<file path="src/rtl/rh_pkg.sv">
package rh_pkg;
  localparam int unsigned NUM_PORTS   = 2;
  localparam int unsigned REG_DESC_A  = 0;
  localparam int unsigned REG_DESC_B  = 1;
  localparam int unsigned REG_HUB     = 2;
  localparam int unsigned REG_PORT0   = 3;
  localparam logic [4:0]  WIPE_BITS   = 5'b10111;
  localparam logic [4:0]  CHG_RST_VAL = 5'b10110;
  localparam logic [7:0]  DA1_KEEP    = 8'h1B;
  localparam logic [7:0]  DA3_KEEP    = 8'h03;
  localparam logic [7:0]  DB_KEEP     = 8'h06;

  typedef struct packed {
    logic       off;
    logic       on;
    logic       conn;
    logic [4:0] clr;
  } port_cmd_t;
endpackage

</file>
<file path="src/rtl/rh_desc_regs.sv">
module rh_desc_regs
  import rh_pkg::*;
(
  input  logic       clk,
  input  logic       rst_n,
  input  logic       wr_a1,
  input  logic       wr_a3,
  input  logic       wr_b0,
  input  logic       wr_b2,
  input  logic [7:0] wdata,
  output logic [7:0] da1_q,
  output logic [7:0] da3_q,
  output logic [7:0] db0_q,
  output logic [7:0] db2_q
);
  always_ff @(posedge clk) begin
    if (!rst_n) begin
      da1_q <= '0;
      da3_q <= '0;
      db0_q <= '0;
      db2_q <= '0;
    end else begin
      if (wr_a1) da1_q <= wdata & DA1_KEEP;
      if (wr_a3) da3_q <= wdata & DA3_KEEP;
      if (wr_b0) db0_q <= wdata & DB_KEEP;
      if (wr_b2) db2_q <= wdata & DB_KEEP;
    end
  end

  a_r2_mode_follows_write: assert property (@(posedge clk) disable iff (!rst_n)
    wr_a1 |=> da1_q[1:0] == $past(wdata[1:0]));
endmodule

</file>
<file path="src/rtl/rh_port_slot.sv">
module rh_port_slot
  import rh_pkg::*;
(
  input  logic      clk,
  input  logic      rst_n,
  input  port_cmd_t cmd,
  input  logic      ctrl_reset_stb,
  output logic [4:0] st_q,
  output logic [4:0] ch_q,
  output logic       pwr_q
);
  logic [4:0] st_d, ch_d;
  logic       pwr_d;

  always_comb begin
    st_d  = st_q;
    ch_d  = ch_q;
    pwr_d = pwr_q;
    if (cmd.off) begin
      st_d  = st_d & ~WIPE_BITS;
      ch_d  = ch_d & ~WIPE_BITS;
      pwr_d = 1'b0;
    end
    if (cmd.on) pwr_d = 1'b1;
    if (cmd.conn) begin
      if (!st_q[0]) ch_d[0] = 1'b1;
      st_d[0] = 1'b1;
    end
    ch_d = ch_d & ~cmd.clr;
    if (ctrl_reset_stb) ch_d = CHG_RST_VAL;
  end

  always_ff @(posedge clk) begin
    if (!rst_n) begin
      st_q  <= '0;
      ch_q  <= '0;
      pwr_q <= 1'b0;
    end else begin
      st_q  <= st_d;
      ch_q  <= ch_d;
      pwr_q <= pwr_d;
    end
  end

  a_r8_off_wipes: assert property (@(posedge clk) disable iff (!rst_n)
    (cmd.off && !cmd.on && !cmd.conn && !ctrl_reset_stb) |=>
      (!pwr_q && ((st_q & WIPE_BITS) == 5'd0) && ((ch_q & WIPE_BITS) == 5'd0)));
  a_r12_strobe_load: assert property (@(posedge clk) disable iff (!rst_n)
    ctrl_reset_stb |=> ch_q == CHG_RST_VAL);
  a_r5_conn_set: assert property (@(posedge clk) disable iff (!rst_n)
    (cmd.conn && !cmd.off) |=> st_q[0]);
  a_r10_w1c: assert property (@(posedge clk) disable iff (!rst_n)
    ((cmd.clr != 5'd0) && !ctrl_reset_stb && !cmd.conn) |=> ((ch_q & $past(cmd.clr)) == 5'd0));
endmodule

</file>
<file path="src/rtl/rh_power_regs.sv">
module rh_power_regs
  import rh_pkg::*;
#(
  parameter int unsigned ADDR_W = 5
) (
  input  logic              clk,
  input  logic              rst_n,
  input  logic              wr_en,
  input  logic [ADDR_W-1:0] addr,
  input  logic [7:0]        wdata,
  output logic [7:0]        rd_data,
  input  logic              ctrl_reset_stb,
  output logic [NUM_PORTS-1:0] port_pwr_o
);
  localparam int unsigned REG_W = ADDR_W - 2;
  localparam logic [7:0]  PORT_COUNT = 8'(NUM_PORTS);

  logic [REG_W-1:0] reg_idx;
  logic [1:0]       byte_idx;
  assign reg_idx  = addr[ADDR_W-1:2];
  assign byte_idx = addr[1:0];

  function automatic logic hit(input logic [REG_W-1:0] r, input logic [1:0] b,
                               input int unsigned rr, input int unsigned bb);
    return (int'(r) == int'(rr)) && (int'(b) == int'(bb));
  endfunction

  logic wr_a1, wr_a3, wr_b0, wr_b2;
  assign wr_a1 = wr_en && hit(reg_idx, byte_idx, REG_DESC_A, 1);
  assign wr_a3 = wr_en && hit(reg_idx, byte_idx, REG_DESC_A, 3);
  assign wr_b0 = wr_en && hit(reg_idx, byte_idx, REG_DESC_B, 0);
  assign wr_b2 = wr_en && hit(reg_idx, byte_idx, REG_DESC_B, 2);

  logic [7:0] da1_q, da3_q, db0_q, db2_q;

  rh_desc_regs u_desc (
    .clk   (clk),
    .rst_n (rst_n),
    .wr_a1 (wr_a1),
    .wr_a3 (wr_a3),
    .wr_b0 (wr_b0),
    .wr_b2 (wr_b2),
    .wdata (wdata),
    .da1_q (da1_q),
    .da3_q (da3_q),
    .db0_q (db0_q),
    .db2_q (db2_q)
  );

  logic [1:0] mode;
  logic       mode_gang, mode_masked;
  assign mode        = da1_q[1:0];
  assign mode_gang   = (mode == 2'b00);
  assign mode_masked = (mode == 2'b01);

  logic glob_off, glob_on, wr_wake_set, wr_wake_clr;
  assign glob_off    = wr_en && hit(reg_idx, byte_idx, REG_HUB, 0) && wdata[0];
  assign glob_on     = wr_en && hit(reg_idx, byte_idx, REG_HUB, 2) && wdata[0];
  assign wr_wake_set = wr_en && hit(reg_idx, byte_idx, REG_HUB, 1) && wdata[7];
  assign wr_wake_clr = wr_en && hit(reg_idx, byte_idx, REG_HUB, 3) && wdata[7];

  logic wake_en_q;
  always_ff @(posedge clk) begin
    if (!rst_n)           wake_en_q <= 1'b0;
    else if (wr_wake_set) wake_en_q <= 1'b1;
    else if (wr_wake_clr) wake_en_q <= 1'b0;
  end

  port_cmd_t        cmd   [NUM_PORTS];
  logic [4:0]       st_q  [NUM_PORTS];
  logic [4:0]       ch_q  [NUM_PORTS];
  logic [NUM_PORTS-1:0] pwr_q;

  for (genvar i = 0; i < NUM_PORTS; i++) begin : g_port
    logic mask_bit, fixed_bit, follows_glob, own_ok, wr_b1, wr_b2p;
    assign mask_bit     = db2_q[i+1];
    assign fixed_bit    = wdata[i+1];
    assign follows_glob = mode_gang || (mode_masked && !mask_bit);
    assign own_ok       = mode_gang && mask_bit;
    assign wr_b1        = wr_en && hit(reg_idx, byte_idx, REG_PORT0 + i, 1);
    assign wr_b2p       = wr_en && hit(reg_idx, byte_idx, REG_PORT0 + i, 2);

    assign cmd[i].off  = (glob_off && follows_glob) || (wr_b1 && own_ok && wdata[1]);
    assign cmd[i].on   = (glob_on && follows_glob) || (wr_b1 && own_ok && wdata[0]) ||
                         (wr_a1 && wdata[1]);
    assign cmd[i].conn = wr_b0 && !fixed_bit;
    assign cmd[i].clr  = wr_b2p ? wdata[4:0] : 5'd0;

    rh_port_slot u_slot (
      .clk            (clk),
      .rst_n          (rst_n),
      .cmd            (cmd[i]),
      .ctrl_reset_stb (ctrl_reset_stb),
      .st_q           (st_q[i]),
      .ch_q           (ch_q[i]),
      .pwr_q          (pwr_q[i])
    );
  end

  assign port_pwr_o = pwr_q;

  always_comb begin
    rd_data = 8'h00;
    if (int'(reg_idx) == int'(REG_DESC_A)) begin
      case (byte_idx)
        2'd0:    rd_data = PORT_COUNT;
        2'd1:    rd_data = da1_q;
        2'd3:    rd_data = da3_q;
        default: rd_data = 8'h00;
      endcase
    end else if (int'(reg_idx) == int'(REG_DESC_B)) begin
      case (byte_idx)
        2'd0:    rd_data = db0_q;
        2'd2:    rd_data = db2_q;
        default: rd_data = 8'h00;
      endcase
    end else if (int'(reg_idx) == int'(REG_HUB)) begin
      if (byte_idx == 2'd1) rd_data = {wake_en_q, 7'd0};
    end else begin
      for (int p = 0; p < NUM_PORTS; p++) begin
        if (int'(reg_idx) == int'(REG_PORT0) + p) begin
          case (byte_idx)
            2'd0:    rd_data = {3'd0, st_q[p]};
            2'd1:    rd_data = {7'd0, pwr_q[p]};
            2'd2:    rd_data = {3'd0, ch_q[p]};
            default: rd_data = 8'h00;
          endcase
        end
      end
    end
  end

  a_r6_noswitch_hold: assert property (@(posedge clk) disable iff (!rst_n)
    (glob_off && mode[1]) |=> $stable(port_pwr_o));
  a_r9_wake_set: assert property (@(posedge clk) disable iff (!rst_n)
    wr_wake_set |=> wake_en_q);
  a_r9_wake_clr: assert property (@(posedge clk) disable iff (!rst_n)
    wr_wake_clr |=> !wake_en_q);
  a_r7_gang_on: assert property (@(posedge clk) disable iff (!rst_n)
    (glob_on && mode_gang) |=> (port_pwr_o == '1));
endmodule

</file>
<file path="config.mk">
export PLATFORM = sky130hd
export DESIGN_NAME = rh_power_regs
export DESIGN_NICKNAME = d
export VERILOG_FILES = /design/src/rtl/rh_pkg.sv /design/src/rtl/rh_desc_regs.sv /design/src/rtl/rh_port_slot.sv /design/src/rtl/rh_power_regs.sv
export SDC_FILE = /design/constraint.sdc
export NUM_CORES = 1
export LEC_CHECK = 0
export BUFFER_PORTS_ARGS = -buffer_cell sky130_fd_sc_hd__buf_2
export CAP_MARGIN = 20
export CORE_MARGIN = 2
export CORE_UTILIZATION = 40
export DETAILED_ROUTE_END_ITERATION = 8
export SYNTH_ARGS = -nofsm -noshare
export SYNTH_HDL_FRONTEND = slang
export SYNTH_HIERARCHICAL = 1
export SYNTH_SLANG_ARGS = --single-unit
</file>
<file path="constraint.sdc">
create_clock -name clk -period 5.14 [get_ports clk]
set_input_delay 1.028 -clock clk [delete_from_list [all_inputs] [get_ports clk]]
set_output_delay 1.028 -clock clk [all_outputs]
set_load 0.1 [all_outputs]
</file>
After elaboration in Yosys (flattened, before gate mapping) --
Cells that the tools add are included.
Storage, ports and cells: register bits 25, input port bits 17, output and inout bits 10
Cells by class: equal/unequal tests 11, multiplexer cells 30, bitwise logic cells 5, reductions and logical operators 67
Operators with widths (count):
- logical AND 1 bit | 45
- one-hot mux 5 bit (3 select lines) | 3
- two-way mux 8 bit | 5
- two-way mux 5 bit | 7
- two-way mux 1 bit | 14
- bitwise AND 5 bit | 2
- inverter 5 bit | 2
- nonzero test 2 bit | 5
- == test 3 bit (second input constant) | 3
- == test 2 bit (second input constant) | 4
- logical OR 1 bit | 8
- == test 2 x 1 -> 1 bit (second input constant) | 3
- zero test 2 bit | 3
- one-hot mux 3 bit (2 select lines) | 1
- zero test 1 bit | 4
- == test 3 x 2 -> 1 bit (second input constant) | 1
- zero test 3 bit | 1
- OR reduction 2 bit | 1
- inverter 1 bit | 1

Logic depth before layout (Yosys ltp) --
Gate-level depths: netlist (run 1).
word-level depth 11, gate-level depth with buffers 8, gate-level depth less buffers 6

Modules after synthesis --
The synthesis (run 1) kept the hierarchy.
Modules (own cells, without submodules):
- rh_power_regs | times used 1, cells an instance 121, area each 865.8 um2, sequential area each 20.0 um2
- rh_port_slot | times used 2, cells an instance 27, area each 296.5 um2, sequential area each 140.1 um2
- rh_desc_regs | times used 1, cells an instance 54, area each 543.0 um2, sequential area each 200.2 um2

Least setup slack after synthesis (run 1) --
OpenSTA, ideal clock, no wires.
kind input port to output port, from in addr[1], to out rd_data[7], arrival 3.181 ns, data required time 4.112 ns, slack 0.931 ns, cell stages on the path 5, cell sequence buf_4 buf_2 buf_2 a211oi_1 a21oi_1
On the way: longest elaborated chain between the ends 5
RTL lines:
- start, declared | line rh_power_regs.sv:9 | input logic [ADDR_W-1:0] addr,
- == test 2 x 1 -> 1 bit | line rh_power_regs.sv:118 | if (byte_idx == 2'd1) rd_data = {wake_en_q, 7'd0};
- two-way mux 8 bit | line rh_power_regs.sv:118
- two-way mux 8 bit | line rh_power_regs.sv:117 | end else if (int'(reg_idx) == int'(REG_HUB)) begin
- two-way mux 8 bit | line rh_power_regs.sv:111 | end else if (int'(reg_idx) == int'(REG_DESC_B)) begin
- two-way mux 8 bit | line rh_power_regs.sv:104 | if (int'(reg_idx) == int'(REG_DESC_A)) begin
- end, declared | line rh_power_regs.sv:11 | output logic [7:0] rd_data,
No other way between the ends.

Worst setup path in the final report (run 1) --
from in addr[0], to out rd_data[1]
On the way: longest elaborated chain between the ends 7, elaborated cells between the ends (all ways) 13
RTL lines:
- == test 2 bit, or another cell as far along | line rh_power_regs.sv:112, rh_power_regs.sv:122
- one-hot mux 5 bit (3 select lines) | line rh_power_regs.sv:122 | case (byte_idx)
- two-way mux 5 bit | line rh_power_regs.sv:121 | if (int'(reg_idx) == int'(REG_PORT0) + p) begin
- two-way mux 8 bit | line rh_power_regs.sv:121
- two-way mux 8 bit | line rh_power_regs.sv:117
- two-way mux 8 bit | line rh_power_regs.sv:111
- two-way mux 8 bit (*) | line rh_power_regs.sv:104
Mark *: on every way between the ends. The rest lies on a longest branch, timed or not.

==> results.md, run 1 <==
* Final nets at 259
* Setup Fix Bufs, Post-CTS at 0
* Post-synthesis cell area at 0.00200 mm2
* CP delay by family, top: simple AND/OR/NAND/NOR gates
* Switching Fraction at 0.330
* Netlist cell types at 48
* HP Class: reg2reg
* Synthesized instance count at 229
* Sequential area share after synthesis at 0.250
* Syn_area_per_cell at 8.74 um2
* Fin Clk Skew at roughly 5.6 ps
* Layout Area Growth over Synthesis at 2.81%
* Routed WL per cell at roughly 15 um
* # resized after CTS at 0
* Crit path time final at 3860 ps
* Relative slew margins at -0.331
* Clock Tree Buf Depth at 2
* Hold Slack at 486 ps
* Std-Cell Rows at 25
* CTS tree: built
* Final period util at 0.750
* Htree depth at 1
* Final HPWL DP at 3120 um
* Reg power frac at 0.477
* Clock Sinks at 25
* Pins Over Slew Limit at 2
* Layout cells sized above 1 at 0.170
* First-pass GRT wire length at 7320 um
* Max-cap viol count at 0
* Crit path cell chain: buf_2, or4b_1, o22ai_2, o31a_1, buf_2
* Die Wd at 74.7 um
* Main synth FF type: dfxtp_1
* N_diodes at 0
* Grt ovf at 0
* Setup violators final at 0
* DR vias at 1567
* Largest net degree at the start of global routing at 38
* CP max-delay cell: or4b_1
* Initial antenna violation count at 0
* Fin util at 0.430
* Cell repeated most along the worst path: buf_2
* Die height at 74.7 um
* Max incr delay on CP at about 750 ps
* Commonest non-fill, non-tap cells in the layout: 30 x mux2i_1, 30 x conb_1, 25 x dfxtp_1
* Total Die Area at 0.00559 mm2
* Synth Warn # at 6
* Initial Utilization at 0.418
* I/O Buffers at 22
* Clock root cell: clkbuf_8
* Post-Route WL at ~4500 um
* Clock transition at path regs at 100 ps
* Worst Setup SP: addr[0]
* Clock Latency Late Sink at 280 ps
* CP Launch Type: primary input
* Fmax achieved at 259 MHz
* CP bufs+invs at 2
* Hold path start: g_port[0].u_slot/ch_q[3]
* Violated checks: max-slew violations
* Clk pwr share at 0.300
* Outcome: finished, violations left
* IO Pins at 27
* RD Place Congestion at between 0.7 and 0.8
* Starting DRT DRC Count at 96
* P_int at between 200 and 300 uW
* Setup TNS at 0 ps
* First-pass DRT Iterations at 4
* Logic pwr share at 0.223
* R2r startpoint: u_desc/da1_q[1]
* Crit path required time at a little over 4000 ps
* Worst vdd ir at 0.000165 V
* Yosys reg bits at 25
* Clock buffer count from CTS at 3
* Routed Antenna Nets at 0
* Critical Path End Type: primary output
* Switching pwr at 138 uW
* Setup WS post-layout at 1280 ps
* Post-synth ARST share at 0
* EDFF count, synth at 0
* CORE AREA at 0.00479 mm2
* Post-CTS Hold Buffers at 0
* Vias in the first global route at 1460
* Tightest Pin Transition at 2030 ps
* Worst EP arrival at 2830 ps
* # DRC at 0
* Worst-path maximum fanout at 23
* Gr usage total at 0.175
* Power per cell area at 204 mW/mm2
* Crit path kind: in2out
* Pre-CTS WS at 1280 ps
* Unrepaired setup endpoints after global routing: no
* Vias per std cell at 5.09
* Final Hold Fails at 0
* Static leakage at 0.000854 uW
## state kept, by name (all words and copies together), names as in the netlist
| signal | count |
|---|---|
| g_port.u_slot/pwr_q | 2 |
| u_desc/da3_q | 2 |
| u_desc/da1_q | 4 |
| u_desc/db0_q | 2 |
| u_desc/db2_q | 2 |
| wake_en_q | 1 |
| g_port.u_slot/st_q | 2 |
| g_port.u_slot/ch_q | 10 |
## final cells by class
| class | instances | area [um2] |
|---|---|---|
| fillers | 515 | 2730 |
| clock buffers | 3 | 41.3 |
| well taps | 67 | 83.8 |
| clock inverters | 1 | 7.51 |
| multi-input cells | 187 | 1300 |
| flip-flops and latches | 25 | 500 |
| repair buffers | 22 | 110 |
| inverters | 3 | 11.3 |
## stage by stage
step / total power [uW] / cell area (um2) / instances
after detailed placement: 298 / 2010 / 304
after floorplan: 292 / 2100 / 256
after global placement: 297 / 2010 / 304
after global routing: 436 / 2060 / 308
final: 420 / 2060 / 308
after CTS: 422 / 2060 / 308
## final timing paths
path,depth (start not counted),slack [ps],to
max,5,1280,rd_data[1]
min,1,490,g_port[0].u_slot/ch_q[3]
max reg2reg,6,3510,g_port[0].u_slot/st_q[0]
min reg2reg,1,490,g_port[0].u_slot/ch_q[3]
## power groups by stage
stage | clock network (uW) | registers [uW] | logic (uW)
2_1_floorplan | 0 | 206 | 85.9
3_3_place_gp | 0 | 205 | 92.6
3_5_place_dp | 0 | 205 | 93.1
4_1_cts | 129 | 200 | 93.3
5_1_grt | 134 | 201 | 101
6_report | 126 | 200 | 93.8
## kinds of logic (layout without fill, tap and decap cells)
family | Yosys count | in the layout | synth area share
AOI/OAI and AO/OA | 37 | 37 | 0.145
buffers and inverters | 44 | 29 | 0.149
DFF | 25 | 25 | 0.250
muxes | 31 | 31 | 0.156
other | 3 | 30 | 0.00562
and+or+nand+nor | 89 | 89 | 0.294
## per-layer routing
metal / vias to the layer above / part of all wire / global-route usage
met2: 24 / 0.48 / 0.298
li1: 793 / - / -
met3: 2 / 0.034 / 0.0281
met4: 0 / 0.0055 / 0.0298
met1: 748 / 0.48 / 0.239
met5: - / 0 / 0
## Yosys cell counts, drive strengths merged, types with 8 or more instances
library cell,number,area [um2]
and3,8,50.1
buf,39,279
dfxtp,25,500
mux2i,30,300
nand2,9,33.8
nor2,8,30.0
nor2b,14,87.6
nor3b,9,72.6
o21a,10,75.1
## worst register-to-register path, stage by stage, from the launching register on
cell and delay [ps]:
dfxtp_1 370, nor2_1 110, and4b_1 270, nand4_1 120, nand2_1 260, and2b_2 260, o21a_1 160
(Power assumes the default switching activity.)
==> run 2, diff against run 1 <==
==> constraint.sdc (replaced) <==
create_clock -name clk -period 3.24 [get_ports clk]
set_input_delay 0.648 -clock clk [delete_from_list [all_inputs] [get_ports clk]]
set_output_delay 0.648 -clock clk [all_outputs]
set_load 0.1 [all_outputs]
==> run 2 against run 1 <==
The flow still finishes with violations (max-slew violations). Clock power grew 51%. Clock skew rose by 2.5 ps. Total power increased by 59%. Clock-buffer cell count unchanged. Sequential share of layout area decreased by 0.97 points. Cell count up 1.3%. Cell area rose by 4.1%. Sequential cell count stayed put. Routed wire length fell by 2.9%. Utilization is 1.8 points higher. Critical path depth unchanged. Via count fell by 0.51%. Critical endpoint unchanged.
==> results.md, run 2 (synthesis gave the netlist of run 1 again) <==
* Crit path required time at 2590 ps (-1520 ps)
* # resized after CTS at 0 (unchanged)
* Logic pwr share at 0.239 (+0.016)
* Reg power frac at 0.476 (about the same)
* CP max-delay cell: or4b_1
* Initial Utilization at 0.418 (unchanged)
* Vias in the first global route at 1439 (-1.4%)
* Starting DRT DRC Count at 128 (+33%)
* Worst vdd ir at 0.000191 V (+15%)
* Htree depth at 1 (unchanged)
* Std-Cell Rows at 25 (unchanged)
* Violated checks: max-slew violations
* Max incr delay on CP at 650 ps (-100 ps)
* I/O Buffers at 22 (unchanged)
* Routed Antenna Nets at 0 (unchanged)
* Pwr Total at 668 uW (+59%)
* Largest regs: g_port.u_slot/ch_q x10, u_desc/da1_q x4
* Setup Fix Bufs, Post-CTS at 0 (unchanged)
* Clk pwr share at 0.285 (-0.015)
* P_int at 456 uW (+62%)
* Setup TNS at 0 ps (unchanged)
* Initial antenna violation count at 0 (unchanged)
* DR vias at 1559 (-0.51%)
* Clock transition at path regs at 90 ps (about the same)
* Largest register by flop count: g_port.u_slot/ch_q
* Clock Sinks at 25 (unchanged)
* Final period util at 0.873
* Max-cap viol count at 0 (unchanged)
* Final HPWL DP at 3270 um (+4.7%)
* # fillers at 475 (-7.8%)
* Layout cells sized above 1 at 0.192 (+0.0217)
* Fin util at 0.448 (+0.0178)
* N_diodes at 0 (unchanged)
* Vias per std cell at 5.00 (-1.8%)
* Fmax achieved at 354 MHz
* Static leakage at 0.000885 uW (+3.6%)
* Critical Path End Type: primary output
* Final Hold Fails at 0 (unchanged)
* CP Launch Type: primary input
* Setup violators final at 0 (unchanged)
* CORE AREA at 0.00479 mm2 (unchanged)
* HP Class: reg2reg
* Switching pwr at 212 uW (+53%)
* Crit path kind: in2out
* Crit path time final at 2830 ps
* Grt ovf at 0 (unchanged)
* Power per cell area at 312 mW/mm2 (+53%)
* Total Die Area at 0.00559 mm2 (unchanged)
* Post-CTS Hold Buffers at 0 (unchanged)
* Worst-path maximum fanout at 17 (-26%)
* Die Wd at 74.7 um (unchanged)
* Reg area at 500 um2 (unchanged)
* CTS tree: built
* Layout Area Growth over Synthesis at 7.06%
* Clock Tree Buf Depth at 2 (unchanged)
* Clock Latency Late Sink at 270 ps (about the same)
* Switching Fraction at 0.317 (-0.0129)
* Die height at 74.7 um (unchanged)
* First-pass DRT Iterations at 4 (unchanged)
* Clock buffer count from CTS at 3 (unchanged)
* Commonest non-fill, non-tap cells in the layout: 30 x mux2i_1, 30 x conb_1, 25 x dfxtp_1
* Fin Clk Skew at 8.17 ps (+2.53 ps)
* RD Place Congestion at 0.838 (+6.4%)
* Post-DP Area at 0.00209 mm2 (+4.2%)
* Crit path cell chain: buf_2, or4b_1, o22ai_2, o31a_1, buf_12
* Final nets at 263 (+1.5%)
* Gr usage total at 0.169 (-0.00659)
* Outcome: finished, violations left
* IO Pins at 27 (unchanged)
* # DRC at 0 (unchanged)
* Largest register FFs at 10 (unchanged)
* Largest net degree at the start of global routing at 31 (-18%)
* Pins Over Slew Limit at 2 (unchanged)
* Area of the multi-input gates at 0.00131 mm2 (+0.77%)
* First-pass GRT wire length at 7110 um (-2.8%)
* Post-Route WL at 4410 um (-2.9%)
* Worst EP arrival at 2180 ps (-650 ps)
* Relative slew margins at -0.331 (about the same)
* Routed WL per cell at 14.1 um (-4.1%)
* Final instance area at 0.00214 mm2 (+4.1%)
* Tightest Pin Transition at 2030 ps (+0.0117 ps)
* Clock root cell: clkbuf_8
* Unrepaired setup endpoints after global routing: no
==> run 2: stage by stage <==
step                hold slack, ps  std cells  worst slack (ps)
floorplan                      459        256               322
finish                         501        312               412
CTS                            510        312               396
global placement               483        308               424
detailed placement             497        308               407
global route                   520        312               300
==> run 2: power by group through the flow <==
stage / Combinational, uW / Sequential (uW) / Clock, uW
2_1_floorplan: 138 / 326 / 0
3_3_place_gp: 158 / 325 / 0
3_5_place_dp: 159 / 325 / 0
4_1_cts: 160 / 318 / 196
5_1_grt: 173 / 319 / 208
6_report: 160 / 318 / 190
==> run 2: metal layers <==
metal	vias up	wire, um	GRT usage
met5	-	0	0
met4	0	23	0.0238
met1	730	2050	0.225
met3	4	184	0.0388
li1	800	-	-
met2	25	2150	0.286
==> run 2: critical path: cells and delay by family <==
family	cells	cell delay [ps]
AOI/OAI and AO/OA	2	440
buffers and inverters	2	430
and+or+nand+nor	1	650
==> run 2: worst paths after layout <==
path	from	endpoint	slack (ps)	depth (start not counted)
max	addr[2]	rd_data[1]	410	5
min	g_port[0].u_slot/ch_q[3]	g_port[0].u_slot/ch_q[3]	500	1
max reg2reg	u_desc/da1_q[1]	g_port[1].u_slot/st_q[0]	1630	6
min reg2reg	g_port[0].u_slot/ch_q[3]	g_port[0].u_slot/ch_q[3]	500	1
==> run 2: cell type report <==
cell class	instances	share of cell area
Clock inverter	1	0.00350
Sequential cell	25	0.234
Tap cell	67	0.0391
Clock buffer	3	0.0193
Timing Repair Buffer	26	0.0864
Inverter	3	0.00525
Multi-Input combinational cell	187	0.613
==> run 3, diff against run 2 <==
--- a/config.mk
+++ b/config.mk
@@ -7,9 +7,11 @@
 export LEC_CHECK = 0
 export BUFFER_PORTS_ARGS = -buffer_cell sky130_fd_sc_hd__buf_2
 export CAP_MARGIN = 20
+export CORE_ASPECT_RATIO = 0.5
 export CORE_MARGIN = 2
 export CORE_UTILIZATION = 40
 export DETAILED_ROUTE_END_ITERATION = 8
+export SETUP_SLACK_MARGIN = 0.5
 export SYNTH_ARGS = -nofsm -noshare
 export SYNTH_HDL_FRONTEND = slang
 export SYNTH_HIERARCHICAL = 1
==> run 3 against run 2 <==
The run still ends with max-slew violations left. Critical path depth did not move. Combinational power rose by 3%. Fmax rose by 5.6%. Routed wire length rose by 2.2%. Cell area rose by 1.7%. Register-to-register slack barely moved. Hold slack got worse by 16 ps. Clock-buffer cell count did not move. Sequential cell count did not move. Via count rose by 2.4%. Setup slack improved by 150 ps. Highest routed layer unchanged.
==> results.md, run 3 (synthesis gave the netlist of run 1 again) <==
* Outcome: finished, violations left
* Violated checks: max-slew violations
* HP Class: reg2reg
* Placed Cells at 309 (+0.32%)
* Initial Utilization at 0.412 (-0.00678)
* Largest regs: g_port.u_slot/ch_q x10, u_desc/da1_q x4
* Setup violators final at 0 (unchanged)
* Gr usage total at 0.171 (+0.00189)
* Static leakage at 0.000895 uW (+1.1%)
* DR vias at 1596 (+2.4%)
* Crit path required time at 2590 ps (about the same)
* First-pass DRT Iterations at 5 (+1)
* Pre-CTS WS at 384 ps (-22.1 ps)
* Clock root cell: clkbuf_8
* Vias per std cell at 5.07 (+1.4%)
* Grt ovf at 0 (unchanged)
* Post-DP Area at 0.00210 mm2 (+0.18%)
* Clock Tree Buf Depth at 2 (unchanged)
* Critical Path End Type: primary output
* Unrepaired setup endpoints after global routing: no
* N_diodes at 0 (unchanged)
* Final HPWL DP at 3300 um (+1.1%)
* Post-Route WL at 4510 um (+2.2%)
* Std-Cell Rows at 18 (-28%)
* Htree depth at 1 (unchanged)
* Largest register by flop count: g_port.u_slot/ch_q
* Worst vdd ir at 0.000165 V (-14%)
* Clock buffer count from CTS at 3 (unchanged)
* Final period util at 0.826 (-0.0465)
* Largest register FFs at 10 (unchanged)
* Worst-path maximum fanout at 23 (+6)
* Fin util at 0.448 (about the same)
* Final Hold Fails at 0 (unchanged)
* Clock Sinks at 25 (unchanged)
* CTS tree: built
* Crit path time final at 2680 ps (-151 ps)
* RD Place Congestion at 0.761 (-9.2%)
* Post-CTS Hold Buffers at 0 (unchanged)
* Relative slew margins at -0.353 (-0.0213)
* Max-cap viol count at 0 (unchanged)
* Layout Area Growth over Synthesis at 8.87%
* Final nets at 263 (unchanged)
* IO Pins at 27 (unchanged)
* P_int at 461 uW (+1.1%)
* First-pass GRT wire length at 7420 um (+4.3%)
* Starting DRT DRC Count at 52 (-59%)
* Logic pwr share at 0.241 (+0.002)
* Worst EP arrival at 2030 ps (-150 ps)
* Tightest Pin Transition at 2060 ps (+32.4 ps)
* Pins Over Slew Limit at 2 (unchanged)
* Clock transition at path regs at 90 ps (about the same)
* I/O Buffers at 22 (unchanged)
* # fillers at 500 (+5.3%)
* Reg power frac at 0.464 (-0.012)
* Switching Fraction at 0.326 (+0.00858)
* Die Wd at 104 um (+39%)
* Routed Antenna Nets at 0 (unchanged)
* Crit path kind: in2out
* Clock Latency Late Sink at 280 ps (about the same)
* Die height at 54.0 um (-28%)
* Fin Clk Skew at 7.91 ps (-0.265 ps)
* Power per cell area at 314 mW/mm2 (+0.73%)
* Total Die Area at 0.00562 mm2 (+0.61%)
* Largest net degree at the start of global routing at 27 (-13%)
* Post-Layout Cell Count at 315 (+0.96%)
* CORE AREA at 0.00486 mm2 (+1.6%)
* CP Launch Type: primary input
* Final instance area at 0.00218 mm2 (+1.7%)
* # DRC at 0 (unchanged)
* Fmax achieved at 374 MHz (+5.6%)
* Vias in the first global route at 1481 (+2.9%)
* Initial antenna violation count at 0 (unchanged)
* Setup WS post-layout at 563 ps (+151 ps)
* Switching pwr at 223 uW (+5.2%)
* Setup TNS at 0 ps (unchanged)
* Layout cells sized above 1 at 0.220 (+0.0286)
* Commonest non-fill, non-tap cells in the layout: 30 x mux2i_1, 30 x conb_1, 23 x dfxtp_1
* Routed WL per cell at 14.3 um (+1.2%)
* Clk pwr share at 0.295 (+0.010)
[run 3: metrics by stage]
step                      hold slack, ps  power (uW)
after floorplan                      459         469
after global placement               470         484
after detailed placement             472         485
after CTS                            486         689
after global routing                 500         719
final                                484         684
[run 3: power by group through the flow]
stage	Sequential, uW	Combinational [uW]	Clock, uW
detailed placement	325	160	0
global route	319	176	224
floorplan	326	142	0
CTS	318	162	209
finish	318	165	202
global placement	325	159	0
[run 3: worst max-delay path, cell delays in order]
cell and delay, ps:
buf_2 230, or4b_4 600, o22ai_2 190, o31a_2 170
buf_12 170
[run 3: worst paths after layout]
path              slack (ps)                        to                startpoint  depth (start not counted)
setup / recovery         560                rd_data[1]                   addr[0]                          5
hold / removal           480  g_port[0].u_slot/ch_q[3]  g_port[0].u_slot/ch_q[3]                          1
setup reg to reg        1640  g_port[1].u_slot/st_q[0]           u_desc/da1_q[1]                          6
hold reg to reg          480  g_port[0].u_slot/ch_q[3]  g_port[0].u_slot/ch_q[3]                          1
[run 3: timing repair]
item / in CTS / in global routing
setup buffers: 0 / 2
hold endpoints to repair: 0 / 0
resized for setup: 4 / 2
pin swaps: 0 / 1
setup endpoints to repair: 4 / 5
[run 3: per-layer routing]
layer	GRT usage	up-vias	wire (um)
met3	0.0363	4	132
met5	0	-	0
met1	0.235	756	2370
met2	0.282	26	1970
li1	-	810	-
met4	0.0315	0	29
[run 3: layout make-up]
type                    count  area [um2]  area share
inverters                   3        11.3     0.00517
clock inverters             1        8.76     0.00402
flip-flops and latches     25         503       0.231
repair buffers             26         198      0.0907
clock buffers               3        41.3      0.0189
multi-input cells         187        1330       0.610
well taps                  70        87.6      0.0402
